[src/rtl/sysctl_pkg.sv]
package sysctl_pkg;

    localparam int PORT_W      = 8;
    localparam int BIT_GATE    = 0;
    localparam int BIT_SPK     = 1;
    localparam int BIT_REFRESH = 4;
    localparam int BIT_OUT     = 5;

    // writable controls held by the port
    typedef struct packed {
        logic spk_en;
        logic gate;
    } ctl_bits_t;

    // every source that feeds the status byte
    typedef struct packed {
        ctl_bits_t ctl;
        logic      refresh;
        logic      ch2_out;
    } status_src_t;

    function automatic ctl_bits_t decode_write(input logic [PORT_W-1:0] d);
        ctl_bits_t c;
        c.gate   = d[BIT_GATE];
        c.spk_en = d[BIT_SPK];
        return c;
    endfunction

    function automatic logic pick_bit(input status_src_t s, input int pos);
        logic b;
        case (pos)
            BIT_GATE:    b = s.ctl.gate;
            BIT_SPK:     b = s.ctl.spk_en;
            BIT_REFRESH: b = s.refresh;
            BIT_OUT:     b = s.ch2_out;
            default:     b = 1'b0;
        endcase
        return b;
    endfunction

endpackage

[src/rtl/sysctl_refresh_div.sv]
module sysctl_refresh_div #(
    parameter int REFRESH_HALF = 4096
) (
    input  logic clk,
    input  logic rst,
    output logic refresh
);
    localparam int CNT_W = (REFRESH_HALF > 1) ? $clog2(REFRESH_HALF) : 1;
    localparam logic [CNT_W-1:0] LAST = CNT_W'(REFRESH_HALF - 1);

    logic [CNT_W-1:0] cnt_q;
    logic             tog_q;

    always_ff @(posedge clk) begin
        if (rst) begin
            cnt_q <= '0;
            tog_q <= 1'b0;
        end else if (cnt_q == LAST) begin
            cnt_q <= '0;
            tog_q <= ~tog_q;
        end else begin
            cnt_q <= cnt_q + 1'b1;
        end
    end

    assign refresh = tog_q;
endmodule

[src/rtl/sysctl_ctl_reg.sv]
module sysctl_ctl_reg
    import sysctl_pkg::*;
(
    input  logic              clk,
    input  logic              rst,
    input  logic              wr_en,
    input  logic [PORT_W-1:0] wr_data,
    output ctl_bits_t         ctl,
    output logic              gate_rise
);
    ctl_bits_t ctl_q;
    ctl_bits_t ctl_d;
    logic      rise_q;

    always_comb begin
        ctl_d = ctl_q;
        if (wr_en) ctl_d = decode_write(wr_data);
    end

    always_ff @(posedge clk) begin
        if (rst) begin
            ctl_q  <= '0;
            rise_q <= 1'b0;
        end else begin
            ctl_q  <= ctl_d;
            rise_q <= ctl_d.gate & ~ctl_q.gate;
        end
    end

    assign ctl       = ctl_q;
    assign gate_rise = rise_q;
endmodule

[src/rtl/sysctl_status_mux.sv]
module sysctl_status_mux
    import sysctl_pkg::*;
(
    input  status_src_t       src,
    output logic [PORT_W-1:0] status
);
    for (genvar i = 0; i < PORT_W; i++) begin : g_bit
        assign status[i] = pick_bit(src, i);
    end
endmodule

[src/rtl/sysctl_port.sv]
module sysctl_port
    import sysctl_pkg::*;
#(
    parameter int REFRESH_HALF = 4096
) (
    input  logic       clk,
    input  logic       rst,
    input  logic       wr_en,
    input  logic [7:0] wr_data,
    input  logic       ch2_out,
    output logic [7:0] rd_data,
    output logic       ch2_gate,
    output logic       ch2_gate_rise,
    output logic       spk_data_en
);
    ctl_bits_t   ctl;
    logic        refresh;
    status_src_t src;

    sysctl_refresh_div #(.REFRESH_HALF(REFRESH_HALF)) u_div (
        .clk     (clk),
        .rst     (rst),
        .refresh (refresh)
    );

    sysctl_ctl_reg u_reg (
        .clk       (clk),
        .rst       (rst),
        .wr_en     (wr_en),
        .wr_data   (wr_data),
        .ctl       (ctl),
        .gate_rise (ch2_gate_rise)
    );

    always_comb begin
        src.ctl     = ctl;
        src.refresh = refresh;
        src.ch2_out = ch2_out;
    end

    sysctl_status_mux u_mux (
        .src    (src),
        .status (rd_data)
    );

    assign ch2_gate    = ctl.gate;
    assign spk_data_en = ctl.spk_en;
endmodule

[config.mk]
export PLATFORM = sky130hd
export DESIGN_NAME = sysctl_port
export DESIGN_NICKNAME = d
export VERILOG_FILES = /design/src/rtl/sysctl_pkg.sv /design/src/rtl/sysctl_refresh_div.sv /design/src/rtl/sysctl_ctl_reg.sv /design/src/rtl/sysctl_status_mux.sv /design/src/rtl/sysctl_port.sv
export SDC_FILE = /design/constraint.sdc
export NUM_CORES = 1
export LEC_CHECK = 0
export BUFFER_PORTS_ARGS = -buffer_cell sky130_fd_sc_hd__buf_2
export CORE_MARGIN = 2
export CORE_UTILIZATION = 53
export DETAILED_ROUTE_END_ITERATION = 12
export GPL_TIMING_DRIVEN = 1
export HOLD_SLACK_MARGIN = 0.08
export PLACE_DENSITY_LB_ADDON = 0.3
export SYNTH_ARGS = -nofsm -noshare
export SYNTH_HDL_FRONTEND = slang
export SYNTH_SLANG_ARGS = --single-unit
[constraint.sdc]
create_clock -name clk -period 2.5 [get_ports clk]
set_input_delay 0.125 -clock clk [delete_from_list [all_inputs] [get_ports clk]]
set_output_delay 0.125 -clock clk [all_outputs]
set_load 0.02 [all_outputs]
==> results of run 1 <==
## cells in the mapped netlist, types with 2 or more instances
master     n  area share [%]
inv_1      4             1.9
nand4_1    2             1.5
nor3_1     2             1.2
xor2_1     2             2.2
buf_4      9             8.3
nand3_1    5             3.1
nor2_1     9             4.2
and3_1     2             1.5
mux2i_1    2             2.5
dfxtp_1   16              40
o211ai_1   2             1.9
a21oi_1    4             2.5
o21ai_0    4             2.5
or3_1      4             3.1
nand2_1    2            0.93
## state kept, by name (all words and copies together) (netlist names)
register,cells
u_reg.ctl,2
u_reg.gate_rise,1
u_div.cnt_q,12
u_div.refresh,1
## worst max-delay path by stage
stage	from	to	slack [ps]	depth (start not counted)
after floorplan	u_div.cnt_q[0]$_SDFF_PP0_	u_div.refresh$_SDFFE_PP0N_	1000	4
after global placement	u_div.cnt_q[0]$_SDFF_PP0_	u_div.refresh$_SDFFE_PP0N_	850	4
after detailed placement	u_div.cnt_q[0]$_SDFF_PP0_	u_div.refresh$_SDFFE_PP0N_	830	4
after CTS	u_div.cnt_q[0]$_SDFF_PP0_	u_div.refresh$_SDFFE_PP0N_	820	4
after global routing	u_div.cnt_q[0]$_SDFF_PP0_	u_div.refresh$_SDFFE_PP0N_	650	4
final	u_div.cnt_q[0]$_SDFF_PP0_	u_div.refresh$_SDFFE_PP0N_	840	4
## cell families (layout without fill, tap and decap cells)
logic type | after synthesis | in the layout
and+or+nand+nor | 34 | 34
DFF | 16 | 16
AOI/OAI and AO/OA | 15 | 15
buffers and inverters | 13 | 18
xor gates and xnor gates | 3 | 3
muxes | 3 | 3
adders and majority gates | 1 | 1
other | 1 | 4
## worst register-to-register path, cell delays in order (launching register included)
cell and delay, ps:
dfxtp_1 420, ha_1 300, nand3_2 210, nor4_4 290, mux2_1 340
## layer usage
metal	global-route usage, %	part of all wire (%)	up-vias
met2	26.3	45	19
li1	-	-	310
met3	3.83	5.3	2
met5	0	0	-
met4	7.27	1.4	0
met1	24.1	48	296
## power by group through the flow
stage	registers [mW]	clock network, mW	logic, mW
global route	0.278	0.190	0.0505
global placement	0.281	0	0.0433
detailed placement	0.281	0	0.0447
floorplan	0.283	0	0.0395
CTS	0.276	0.176	0.0449
finish	0.276	0.177	0.0450
## layout make-up
cell class | instances | area, um^2 | area share (%)
tap | 16 | 20.0 | 2.33
inverter | 4 | 15.0 | 1.75
timing repair buffer | 10 | 50.0 | 5.82
clock buffer | 4 | 36.3 | 4.22
sequential | 16 | 320 | 37.3
multi-input combinational | 60 | 418 | 48.6
## through the flow
stage | instances | util, % | power, mW | setup WS (ps)
after floorplan | 89 | - | 0.322 | 996
after global placement | 106 | 56.0 | 0.324 | 854
after detailed placement | 106 | 56.0 | 0.326 | 826
after CTS | 110 | 58.4 | 0.497 | 816
after global routing | 110 | 58.4 | 0.519 | 655
final | 110 | 58.4 | 0.497 | 837
==> reports/summary.txt, run 1 <==
Outcome = complete, no violations
Initial DRC count = 8
Pin count of the biggest net entering global routing = 14
Synthesized cell area = 810 um^2
Sequential power share = 55.5%
CTS tree = yes
Setup bufs post-CTS = 0
Worst Path Buf+Inv = 0
Comb pwr share = 9.0%
Clock Tree Buf Depth = 2
Max Clock Skew = 2.33 ps
Total negative setup slack = 0 ps
Number of diodes = 0
Clock Latency Late Sink = 290 ps
Dominant combinational cell family by area after synthesis = simple AND/OR/NAND/NOR gates
Pleak = 0.375 nW
Setup crit end kind = register
Layout area overhead = 6.18%
Synth warn = 0
Period utilisation layout = 66.5%
FF-to-FF Start = u_div.cnt_q[0]$_SDFF_PP0_
Post-route minimum period = 1660 ps
Clock buffer count from CTS = 3
Critical path required time = 2690 ps
Switch Pwr = 0.127 mW
I/O pins = 23
Worst vdd ir = 0.334 mV
Die width = 43.1 um
Clock group share of total power = 35.5%
Area of placed instances = 823 um^2
Routability congestion estimate = 0.774
Crit-path slowest cell = dfxtp_1
First-pass DRT Iterations = 4
Non-Filler Cell Area, Final = 860 um^2
DR vias/cell = 5.70
XOR/XNOR share of the synthesized area = 3.25%
GRT Overall Usage = 17.5%
Internal power = 0.370 mW
FP Rows = 14
Initial antenna violation count = 0
HP Class = primary input to register
Worst setup SP type = register
Delay-heaviest family, CP = simple AND/OR/NAND/NOR gates
Starting Density = 55.0%
Max Cap Viol = 0
Layout cells sized above 1 = 21.3%
FFs w/ async S/R, synth = 0%
Register bit total from synthesis = 16
Vias in the first global route = 576
Synth Area in Adders = 1.55%
Most frequent cells in the layout = dfxtp_1, buf_2, nor2_1
H-tree depth = 1
Multiplexer share of the synthesized area = 3.86%
Antenna-violating nets left = 0
Endpoints failing hold = 0
Power per cell area = 579 nW/um^2
Drt wl/cell = 13.3 um
DRC = 0
Unrepaired setup endpoints after global routing = false
Full die area = 1860 um^2
Setup CP Type = register to register
Switching Fraction = 25.6%
Hold EP = u_reg.ctl[1]$_SDFFE_PP0P_
Compound-Gate Fraction of Synth Area = 14.5%
Grt ovf = 0
Clock Tree Root = clkbuf_4
Reg clk slew, reported paths = 100 ps
Num Clock Sinks = 16
Reg2reg path depth = 4
Crit-path cells = ha_1 > nand3_2 > nor4_4 > mux2_1
Syn_area_per_cell = 9.41 um^2
Hold buffers post-CTS = 0
Via count = 627
Core Area = 1470 um^2
Top FF cell, synth = dfxtp_1
Critical path peak fanout = 6
Post-synthesis sequential area ratio = 39.6%
CTS resizes = 0
Die H = 43.1 um
Number of synthesized flops with an enable pin = 0
CP arrival = 1860 ps
Reg-to-Reg End = u_div.refresh$_SDFFE_PP0N_
Hold Crit Depth = 3
Port Buffers = 10
Final slew viol count = 0
Total Nets Final = 108
HP Start = wr_data[1]
Commonest non-fill, non-tap cell in the layout = dfxtp_1
Fill count = 139
Final Setup Violations = 0
Fmax = 601 MHz
Global-route wire length before repair = 2.45 mm
Number of distinct library cells after synthesis = 32
Hold_ws = 81.9 ps
Synth Instances = 86
CP peak stage delay = 420 ps
Post-Synth Simple-Gate Area = 26.6%
Routed Wire Length = 1.46 mm
Reg2Reg Setup Slack = 840 ps
Post-DP HPWL = 1.04 mm
Power figures use the tool's default switching activity.
==> inputs of run 2 (changes only) <==
--- a/config.mk
+++ b/config.mk
@@ -5,9 +5,10 @@
 export SDC_FILE = /design/constraint.sdc
 export NUM_CORES = 1
 export LEC_CHECK = 0
+export ABC_AREA = 1
 export BUFFER_PORTS_ARGS = -buffer_cell sky130_fd_sc_hd__buf_2
 export CORE_MARGIN = 2
-export CORE_UTILIZATION = 53
+export CORE_UTILIZATION = 44
 export DETAILED_ROUTE_END_ITERATION = 12
 export GPL_TIMING_DRIVEN = 1
 export HOLD_SLACK_MARGIN = 0.08
==> constraint.sdc (replaced) <==
create_clock -name clk -period 1.4 [get_ports clk]
set_input_delay 0.07 -clock clk [delete_from_list [all_inputs] [get_ports clk]]
set_output_delay 0.07 -clock clk [all_outputs]
set_load 0.02 [all_outputs]
==> run 2 against run 1 <==
  * Via count decreased by 0.80%
  * Non-clock buffer count increased by 5
  * Critical path depth unchanged
  * First-iteration DRC count increased by 63%
  * Power increased by 60%
  * Highest routed layer unchanged
  * Combinational power increased by 74%
  * Largest power group unchanged
  * Routed wire length decreased by 13%
  * Clock skew increased by 0.99 ps
  * Global-route usage decreased by 3.0 points
  * Synthesized area decreased by 4.9%
  * Die area increased by 13%
==> reports/summary.txt, run 2 <==
Pleak = 0.352 nW (-6.1%)
Power per cell area = 922 nW/um^2 (+59%)
Port Buffers = 10 (unchanged)
Fill count = 179 (+29%)
Worst vdd ir = 0.389 mV (+16%)
Layout area overhead = 11.9%
Reg-to-Reg End = u_div.cnt_q[7]$_SDFF_PP0_
Non-Filler Instances = 132 (+20%)
DR vias/cell = 4.71 (-17%)
Via count = 622 (-0.80%)
Max Clock Skew = 3.32 ps (+0.991 ps)
Full die area = 2100 um^2 (+13%)
I/O pins = 23 (unchanged)
DRC = 0 (unchanged)
Synth warn = 0 (unchanged)
Number of diodes = 0 (unchanged)
CP arrival = 1570 ps (-290 ps)
Period utilisation layout = 95.3%
Endpoints failing hold = 0 (unchanged)
Drt wl/cell = 9.60 um (-28%)
Setup CP Type = primary input to register
Synthesized cell area = 769 um^2 (-4.9%)
Post-synth top area cell = dfxtp_1
First-pass DRT Iterations = 4 (unchanged)
Max Cap Viol = 0 (unchanged)
Post-route minimum period = 1330 ps
Antenna-violating nets left = 0 (unchanged)
Ranking of synthesized cells by area = dfxtp_1, nand2_1, nor2_1
Post-synthesis sequential area ratio = 41.6% (+2.1 points)
Worst setup SP type = primary input
Number of distinct library cells after synthesis = 21 (-34%)
Synth Area in Adders = 1.63% (+0.080 points)
Critical path capture point = u_reg.gate_rise$_SDFF_PP0_
Layout cells sized above 1 = 19.1% (-2.1 points)
Top FF cell, synth = dfxtp_1
Number of synthesized flops with an enable pin = 0 (unchanged)
Pin count of the biggest net entering global routing = 12 (-2)
Critical path required time = 1640 ps (-1050 ps)
HP Class = primary input to primary output
Global-route wire length before repair = 2.12 mm (-14%)
Multiplexer share of the synthesized area = 0% (-3.9 points)
H-tree depth = 1 (unchanged)
Setup crit end kind = register
Die H = 45.8 um (+6.4%)
Worst setup path start = rst
Reg with most FFs = u_div.cnt_q
Synth top cells by count = nand2_1, nor2_1, dfxtp_1
XOR/XNOR share of the synthesized area = 5.69% (+2.4 points)
Register bit total from synthesis = 16 (unchanged)
Compound-Gate Fraction of Synth Area = 3.90% (-11 points)
Vias in the first global route = 517 (-10%)
Area share of the largest cell type after synthesis = 41.6% (+2.1 points)
Reg2reg path depth = 6 (+2)
Routability congestion estimate = 0.776 (+0.26%)
Die width = 45.8 um (+6.4%)
Routed Wire Length = 1.27 mm (-13%)
Final slew viol count = 0 (unchanged)
Initial antenna violation count = 0 (unchanged)
Final Setup Violations = 0 (unchanged)
Final Worst Setup Slack = 66.2 ps (-770 ps)
GRT Overall Usage = 14.5% (-3.0 points)
Reg2Reg Setup Slack = 140 ps (-700 ps)
Grt ovf = 0 (unchanged)
Placed cell count = 124 (+17%)
Starting Density = 45.6% (-9.5 points)
Pre-CTS setup slack = 87.7 ps (-738 ps)
Clock Tree Root = clkbuf_4
FF-to-FF Start = u_div.cnt_q[0]$_SDFF_PP0_
Post-Synth Simple-Gate Area = 32.5% (+5.9 points)
Dominant combinational cell family by area after synthesis = simple AND/OR/NAND/NOR gates
FFs w/ async S/R, synth = 0% (unchanged)
Clock buffer count from CTS = 3 (unchanged)
Core Area = 1690 um^2 (+15%)
Outcome = complete, no violations
Total Nets Final = 130 (+20%)
Initial DRC count = 13 (+5)
Unrepaired setup endpoints after global routing = true
Max reg flops = 12 (unchanged)
Critical path peak fanout = 2 (-4)
Reg clk slew, reported paths = 90 ps (about the same)
Synth Instances = 103 (+20%)
Post-DP HPWL = 911 um (-13%)
Syn_area_per_cell = 7.47 um^2 (-21%)
FP Rows = 15 (+1)
Hold_ws = 140 ps (+58.2 ps)
Clock Latency Late Sink = 280 ps (about the same)
CTS tree = yes
Clock Tree Buf Depth = 2 (unchanged)
Num Clock Sinks = 16 (unchanged)
Setup bufs post-CTS = 0 (unchanged)
Fmax = 750 MHz
Most frequent cells in the layout = nand2_1, nor2_1, dfxtp_1
## run 2: cell types whose count changed after synthesis, sizes merged, moves of 4 or more
cell,change
nand2,+20
nor2,+14
inv,+6
or3,-4
## run 2: stage by stage
| step | TNS, ps | total power, mW | utilization, % | cell area (um^2) |
|---|---|---|---|---|
| final | 0 | 0.794 | 51.0 | 861 |
| after global routing | -7.07 | 0.839 | 51.0 | 861 |
| after detailed placement | 0 | 0.553 | 46.2 | 781 |
| after CTS | 0 | 0.802 | 50.5 | 853 |
| after global placement | 0 | 0.551 | 46.2 | 781 |
| after floorplan | 0 | 0.553 | - | 781 |
## run 2: layer usage
layer | vias up | part of all wire, % | track usage [%]
li1 | 334 | - | -
met1 | 264 | 49 | 19.3
met2 | 19 | 43 | 20.0
met3 | 5 | 4.9 | 3.57
met4 | 0 | 3.4 | 10.3
met5 | - | 0 | 0
## run 2: cell type report
cell class	count	area, um^2	area share (%)
clock buffers	3	22.5	2.62
inverters	10	40.0	4.65
multi-input cells	71	357	41.4
flip-flops and latches	16	320	37.2
well taps	17	21.3	2.47
repair buffers	15	100	11.6
## run 2: logic make-up after synthesis
| family | count (synthesis) |
|---|---|
| other cells | 1 |
| simple gates | 55 |
| flops | 16 |
| compound gates | 6 |
| fa+ha+maj | 1 |
| xor+xnor | 5 |
| buf+inv | 19 |
## run 2: worst max-delay path, cell delays in order
cell and delay (ps):
dlygate4sd3_1 540, buf_2 150, nor4_1 240, dlygate4sd3_1 570
## run 2: how the worst min path moves through the flow
| stage | cells past startpoint | end | startpoint | slack (ps) |
|---|---|---|---|---|
| after floorplan | 1 | u_reg.gate_rise$_SDFF_PP0_ | rst | 150 |
| after global placement | 0 | rd_data[5] | ch2_out | 140 |
| after detailed placement | 0 | rd_data[5] | ch2_out | 140 |
| after CTS | 0 | rd_data[5] | ch2_out | 140 |
| after global routing | 0 | rd_data[5] | ch2_out | 140 |
| final | 0 | rd_data[5] | ch2_out | 140 |
## run 2: report_power, final
part	internal, mW	switching, mW
combinational	0.0313	0.0469
sequential	0.467	0.0105
clock	0.100	0.138
## run 2: what timing repair did
item	CTS	global route
hold buffers	5	0
resized for setup	0	3
hold endpoints to repair	3	0
setup endpoints to repair	0	8
